### config.mk
export PLATFORM = sky130hd
export DESIGN_NAME = lane_pred_ctrl
export DESIGN_NICKNAME = d
export VERILOG_FILES = /design/src/rtl/lane_pred_ctrl.sv
export SDC_FILE = /design/constraint.sdc
export NUM_CORES = 1
export LEC_CHECK = 0
export BUFFER_PORTS_ARGS = -buffer_cell sky130_fd_sc_hd__buf_4
export CAP_MARGIN = 20
export CORE_MARGIN = 5
export CORE_UTILIZATION = 51
export CTS_BUF_LIST = sky130_fd_sc_hd__clkbuf_8 sky130_fd_sc_hd__clkbuf_16
export DETAILED_ROUTE_END_ITERATION = 8
export GPL_TIMING_DRIVEN = 0
export PLACE_DENSITY = 0.89
export SKIP_CTS_REPAIR_TIMING = 1
export SYNTH_ARGS = -nofsm -noshare
export SYNTH_HDL_FRONTEND = slang
export SYNTH_SLANG_ARGS = --single-unit
### constraint.sdc
create_clock -name clk -period 5.7 [get_ports clk]
set_clock_uncertainty 0.1 [all_clocks]
set_input_delay 0.855 -clock clk [delete_from_list [all_inputs] [get_ports clk]]
set_output_delay 0.855 -clock clk [all_outputs]
set_load 0.01 [all_outputs]
### src/rtl/lane_pred_ctrl.sv
module lane_pred_ctrl #(
  parameter int CNT_W = 32
) (
  input  logic             clk,
  input  logic             rst_n,
  input  logic [23:0]      pred_i,
  input  logic [CNT_W-1:0] loop_cnt_i,
  input  logic [2:0]       tail_sz_i,
  input  logic [7:0]       cond_i,
  input  logic             done_i,
  output logic [15:0]      lane_mask_o,
  output logic [23:0]      pred_o,
  output logic [7:0]       cond_o,
  output logic             skip_err_o
);
  localparam int LANES = 16;
  localparam int HALF  = LANES / 2;

  wire [3:0] blk_lo  = pred_i[19:16];
  wire [3:0] blk_hi  = pred_i[23:20];
  wire       skip_on = (cond_i[3:0] == 4'd0);
  wire [3:0] skip_cd = cond_i[7:4];

  wire [LANES-1:0] base_m = pred_i[15:0] | {{HALF{blk_hi == 4'd0}}, {HALF{blk_lo == 4'd0}}};

  logic [LANES-1:0] tail_m, skip_m, mask_d;
  logic [4:0]       tail_len;
  logic             bad_d;

  always_comb begin
    tail_m   = '1;
    tail_len = '0;
    if (tail_sz_i < 3'd4 && loop_cnt_i <= (CNT_W'(1) << (3'd4 - tail_sz_i))) begin
      tail_len = loop_cnt_i[4:0] << tail_sz_i[1:0];
      tail_m   = 16'((17'd1 << tail_len) - 17'd1);
    end
  end

  always_comb begin
    skip_m = '1;
    bad_d  = 1'b0;
    if (skip_on) begin
      case (skip_cd)
        4'd0:       skip_m = 16'hffff;
        4'd1:       skip_m = 16'hfff0;
        4'd2:       skip_m = 16'hff00;
        4'd4, 4'd5: skip_m = 16'hf000;
        default:    bad_d  = 1'b1;
      endcase
    end
  end

  assign mask_d = bad_d ? '0 : (base_m & tail_m & skip_m);

  wire [LANES-1:0] inv_m    = {{HALF{blk_hi > 4'd8}}, {HALF{blk_lo > 4'd8}}};
  wire [23:0]      pred_adv = {blk_hi[2:0], 1'b0, blk_lo[2:0], 1'b0, pred_i[15:0] ^ inv_m};
  wire [23:0]      pred_d   = (done_i && pred_i[23:16] != 8'd0) ? pred_adv : pred_i;
  wire [7:0]       cond_d   = (done_i && skip_on) ? ((skip_cd == 4'd5) ? 8'h10 : 8'h00) : cond_i;

  always_ff @(posedge clk) begin
    if (!rst_n) begin
      lane_mask_o <= '0;
      pred_o      <= '0;
      cond_o      <= '0;
      skip_err_o  <= 1'b0;
    end else begin
      lane_mask_o <= mask_d;
      pred_o      <= pred_d;
      cond_o      <= cond_d;
      skip_err_o  <= bad_d;
    end
  end
endmodule


# ---- Yosys cells after proc, flatten, opt, wreduce, memory -nomap -nowiden
# Index checks and enable logic that the tools add are counted.
dict set report totals {
  output_inout_bits 49
  ff_bits 49
  inputBits 70
}
dict set report op_classes {
  shifts 3
  n_addsub 2
  muxes 8
  eq_ne 4
  reduce_logical 12
  n_bitwise 5
  n_lt_le_gt_ge 4
}
# op count
set op_table {}
lappend op_table {{12-bit one-hot mux with 3 select lines} 1}
lappend op_table {{16-bit AND} 2}
lappend op_table {{32-bit <= comparator} 1}
lappend op_table {{1-bit by 3-bit left shift with 32-bit output, first input constant} 1}
lappend op_table {{24-bit 2-to-1 mux} 1}
lappend op_table {{4-bit zero test} 4}
lappend op_table {{16-bit 2-to-1 mux} 1}
lappend op_table {{16-bit bitwise OR} 1}
lappend op_table {{1-bit by 5-bit left shift with 16-bit output, first input constant} 1}
lappend op_table {{16-bit by 1-bit subtractor with 16-bit output, second input constant} 1}
lappend op_table {{16-bit bitwise XOR} 1}
lappend op_table {{12-bit 2-to-1 mux} 1}
lappend op_table {{4-bit by 3-bit == test with 1-bit output, second input constant} 2}
lappend op_table {{4-bit > comparator, second input constant} 2}
lappend op_table {{8-bit 2-to-1 mux} 1}
lappend op_table {{8-bit nonzero test} 1}
lappend op_table {{2-bit OR reduction} 3}
lappend op_table {{5-bit 2-to-1 mux} 1}
lappend op_table {{5-bit OR reduction} 1}
lappend op_table {{5-bit by 2-bit left shift with 5-bit output} 1}
lappend op_table {{4-bit by 1-bit == test with 1-bit output, second input constant} 1}
lappend op_table {{4-bit by 2-bit == test with 1-bit output, second input constant} 1}
lappend op_table {{1-bit logical AND} 3}
lappend op_table {{3-bit less-than comparator, second input constant} 1}
lappend op_table {{other kinds (3)} 4}

# ---- Logic depth before layout (Yosys ltp)
dict set report logic_depth {
  ltp_word 7
  ltp_mapped 12
  depth_no_buf 10
}

# ---- Least setup slack after synthesis
# No wires, ideal clock.
dict set report synth_path {
  path_type {input port to flip-flop}
  startpoint {in tail_sz_i[0]}
  endpoint {reg lane_mask_o[14]}
  n_path_buf 2
  arrival_ps 3347
  stages 11
  slack_ps 2120
  required_ps 5467
  setup_ps 133
  path_cell_list {buf_2 > nor2_1 > ha_1 > or2_2 > ha_1 > a211o_1 > o211ai_1 > a31oi_1 > a211oi_2 > buf_2 > a41oi_2}
}
dict set report synth_via {
  elab_chain_len 7
  elab_cells_between_ends 11
  cone_classes {add/sub (2); order compare (2); shift (3); mux (1); bitwise (2); reduce/logical (1)}
}
# element line
set synth_lines {}
lappend synth_lines {{from (decl)} 8} ;# input logic [2:0] tail_sz_i,
lappend synth_lines {{3-bit subtractor} 33} ;# if (tail_sz_i < 3'd4 && loop_cnt_i <= (CNT_W'(1) << (3'd4 - tail_sz_i))) begin
lappend synth_lines {{1-bit by 3-bit left shift with 32-bit output} 33}
lappend synth_lines {{32-bit <= comparator} 33}
lappend synth_lines {{1-bit logical AND} 33}
lappend synth_lines {{16-bit 2-to-1 mux *} 33}
lappend synth_lines {{16-bit AND * (2 in series)} 53} ;# assign mask_d = bad_d ? '0 : (base_m & tail_m & skip_m);
lappend synth_lines {{to (signal assigned)} 67} ;# lane_mask_o <= mask_d;
lappend synth_lines {{to (decl)} 11} ;# output logic [15:0] lane_mask_o,
# Every way passes the cells marked *; elsewhere a longest branch is shown, timed or not.
# A chain may end at the register's enable or synchronous reset.

# ---- Final worst setup path
# Ends and elaborated chain as after synthesis.

==> out/summary.txt <==
routability-driven placement congestion ratio: 0.9056
Ys Warns: 0
most common cell in the netlist: dfxtp_1
pwr/cell area: 212.7 nW/um^2
Remaining Overflow, GRT: 0
Placeable Area: 5107 sq um
initial core utilization: 0.5265
CP Capture Type: flip-flop
syn_nets: 376
sequential share of power: 0.467
TritonCTS Buffers: 5
Syn Inst Count: 293
Die Width: 82.61 um
Total GRT Usage: 0.2174
Die Span Y: 82.61 um
critical path's slowest cell: a211oi_2
io pins: 119
RSZ-0062 raised after global routing: no
setup TNS: 0 ns
Mapped Avg Cell Area: 9.177 sq um
initial antenna violation count: 0
Slew headroom: 0.5393
Post-synth ARST share: 0
final core utilization: 0.7322
DRT antenna net count: 0
Post-synth EDFFs: 0
Worst path max stage delay: 0.45 ns
Static Leak: 1.642 nW
Routed WL: 7.687 mm
Sink Count: 49
setup violators final: 0
# H-tree levels: 2
Final nets: 499
Buffers on Ports: 115
Slew Limit Fails: 0
combinational share of power: 0.273
via count: 2631
status: complete, no violations
Int Pwr: 565.4 uW
drt drc: 0
final-report hold violation count: 0
post-DP HPWL: 6.139 mm
top post-synthesis cells by area: dfxtp_1, and2_1, ha_1
routed length per placed instance: 15.78 um
P_sw: 230.0 uW
synthesis-to-finish area growth: 39.09%
area share of the largest cell type after synthesis: 0.3648
crit path kind: in -> reg
period utilization: 0.6659
Peak Freq: 263.5 MHz
vias per cell: 5.402
Net Sw Frac: 0.2891
die area: 6824 sq um
Distinct cells, synth: 49
clock-pin slew on the worst setup and hold paths: 0.10 ns
largest net degree at the start of global routing: 18
share of cells above drive strength 1: 0.3525
first-pass GRT wire length: 11.67 mm
Yosys reg bits: 49
TritonRoute pass-1 iters: 4
Iter 0 DRT Violations: 85
dominant synthesized flop cell: dfxtp_1
CTS tree: done
Worst Max-Slew Pin Slew: 0.6854 ns
Root Buffer: clkbuf_8
Cell Area, Synth: 2689 sq um
Tmin final: 3.796 ns
row count: 26
max_cap viols: 0
maximum vdd ir drop: 124.4 uV
clk buf depth: 2
Clock Power Share: 0.260
Post-synth top cells: dfxtp_1, and2_1, xnor2_1
sequential element share of the synthesized area: 0.3648
Antenna diodes: 0
post-synth top area cell: dfxtp_1
worst-path cell chain: buf_4 > buf_2 > nor2_1 > ha_1 > or2_2 > ha_1 > a211o_1 > o211ai_1 > a31oi_1 > a211oi_2 > buf_2 > a41oi_2
Max Fanout on Critical Path: 10
arrival time at the worst endpoint: 3.86 ns
Hold Path Class: in -> reg
vias in the first global route: 2547
Worst Path Required: 5.77 ns
Worst Setup Start Kind: input port
-- through the flow --
step                      total power, mW  hold slack [ns]  instance area, sq um  cells  setup WS [ns]
final                              0.7953           0.6592                  3740    487          1.904
after global routing               0.8339           0.6476                  3740    487          1.727
after CTS                          0.7973           0.6565                  3735    486          1.916
after detailed placement           0.5945           0.9729                  3640    478          1.637
after global placement             0.5872           0.9648                  3640    478          1.702
after floorplan                    0.4888           0.8711                  2689    293          2.120
-- final timing paths --
| kind | endpoint | start | cells after the start |
|---|---|---|---|
| max | lane_mask_o[14] | tail_sz_i[0] | 12 |
| min | cond_o[3] | cond_i[3] | 2 |
-- logic make-up (layout without fill, tap and decap cells) --
kind of cell | Yosys count | after routing | synth area share
AND/OR/NAND/NOR | 109 | 109 | 0.2359
AO/OA/AOI/OAI | 73 | 73 | 0.1973
flip-flops | 49 | 49 | 0.3648
buffers and inverters | 23 | 147 | 0.04328
XOR/XNOR | 17 | 17 | 0.05537
adder cells (fa/ha/maj) | 13 | 13 | 0.06049
multiplexers | 9 | 9 | 0.04281
-- flip-flops by register name, indices dropped and copies added (netlist names) --
name / cells
lane_mask_o: 16
skip_err_o: 1
pred_o: 24
cond_o: 8
-- cell type report --
class | instances | area (sq um)
multi-input cells | 221 | 1592
fillers | 408 | 1368
flip-flops and latches | 49 | 980.9
repair buffers | 116 | 868.3
plain buffers | 16 | 90.09
well taps | 70 | 87.58
clock buffers | 5 | 68.82
clock inverters | 3 | 26.28
inverters | 7 | 26.28
-- power groups by stage --
| stage | clock, mW | sequential, mW | combinational, mW |
|---|---|---|---|
| final | 0.207 | 0.371 | 0.217 |
| after global routing | 0.224 | 0.374 | 0.237 |
| after CTS | 0.209 | 0.372 | 0.217 |
| after detailed placement | 0 | 0.379 | 0.215 |
| after global placement | 0 | 0.379 | 0.208 |
| after floorplan | 0 | 0.391 | 0.0976 |
-- routing by layer --
layer  global-route usage  part of all wire  vias to the layer above
met5                    0                 0                        -
met4              0.06536             0.019                        0
met3              0.03471             0.060                       16
met2               0.3950              0.52                       97
met1               0.2614              0.40                     1223
li1                     -                 -                     1295
-- worst max-delay path: cells and delay by family --
kind	cells	cell delay, ns
and+or+nand+nor	2	0.65
AOI/OAI and AO/OA	5	1.11
buffers and inverters	3	0.62
adders and majority gates	2	0.61
-- placed cells by master, fill, tap and decap left out, types with 8 or more instances in the layout --
master	count
a21oi_1	11
ha_1	13
buf_4	115
o21ai_0	11
nor4_1	8
nand2_1	11
dfxtp_1	49
nor2_1	14
xnor2_1	17
and2_1	26
nor2b_1	13
(Power assumes the default switching activity.)
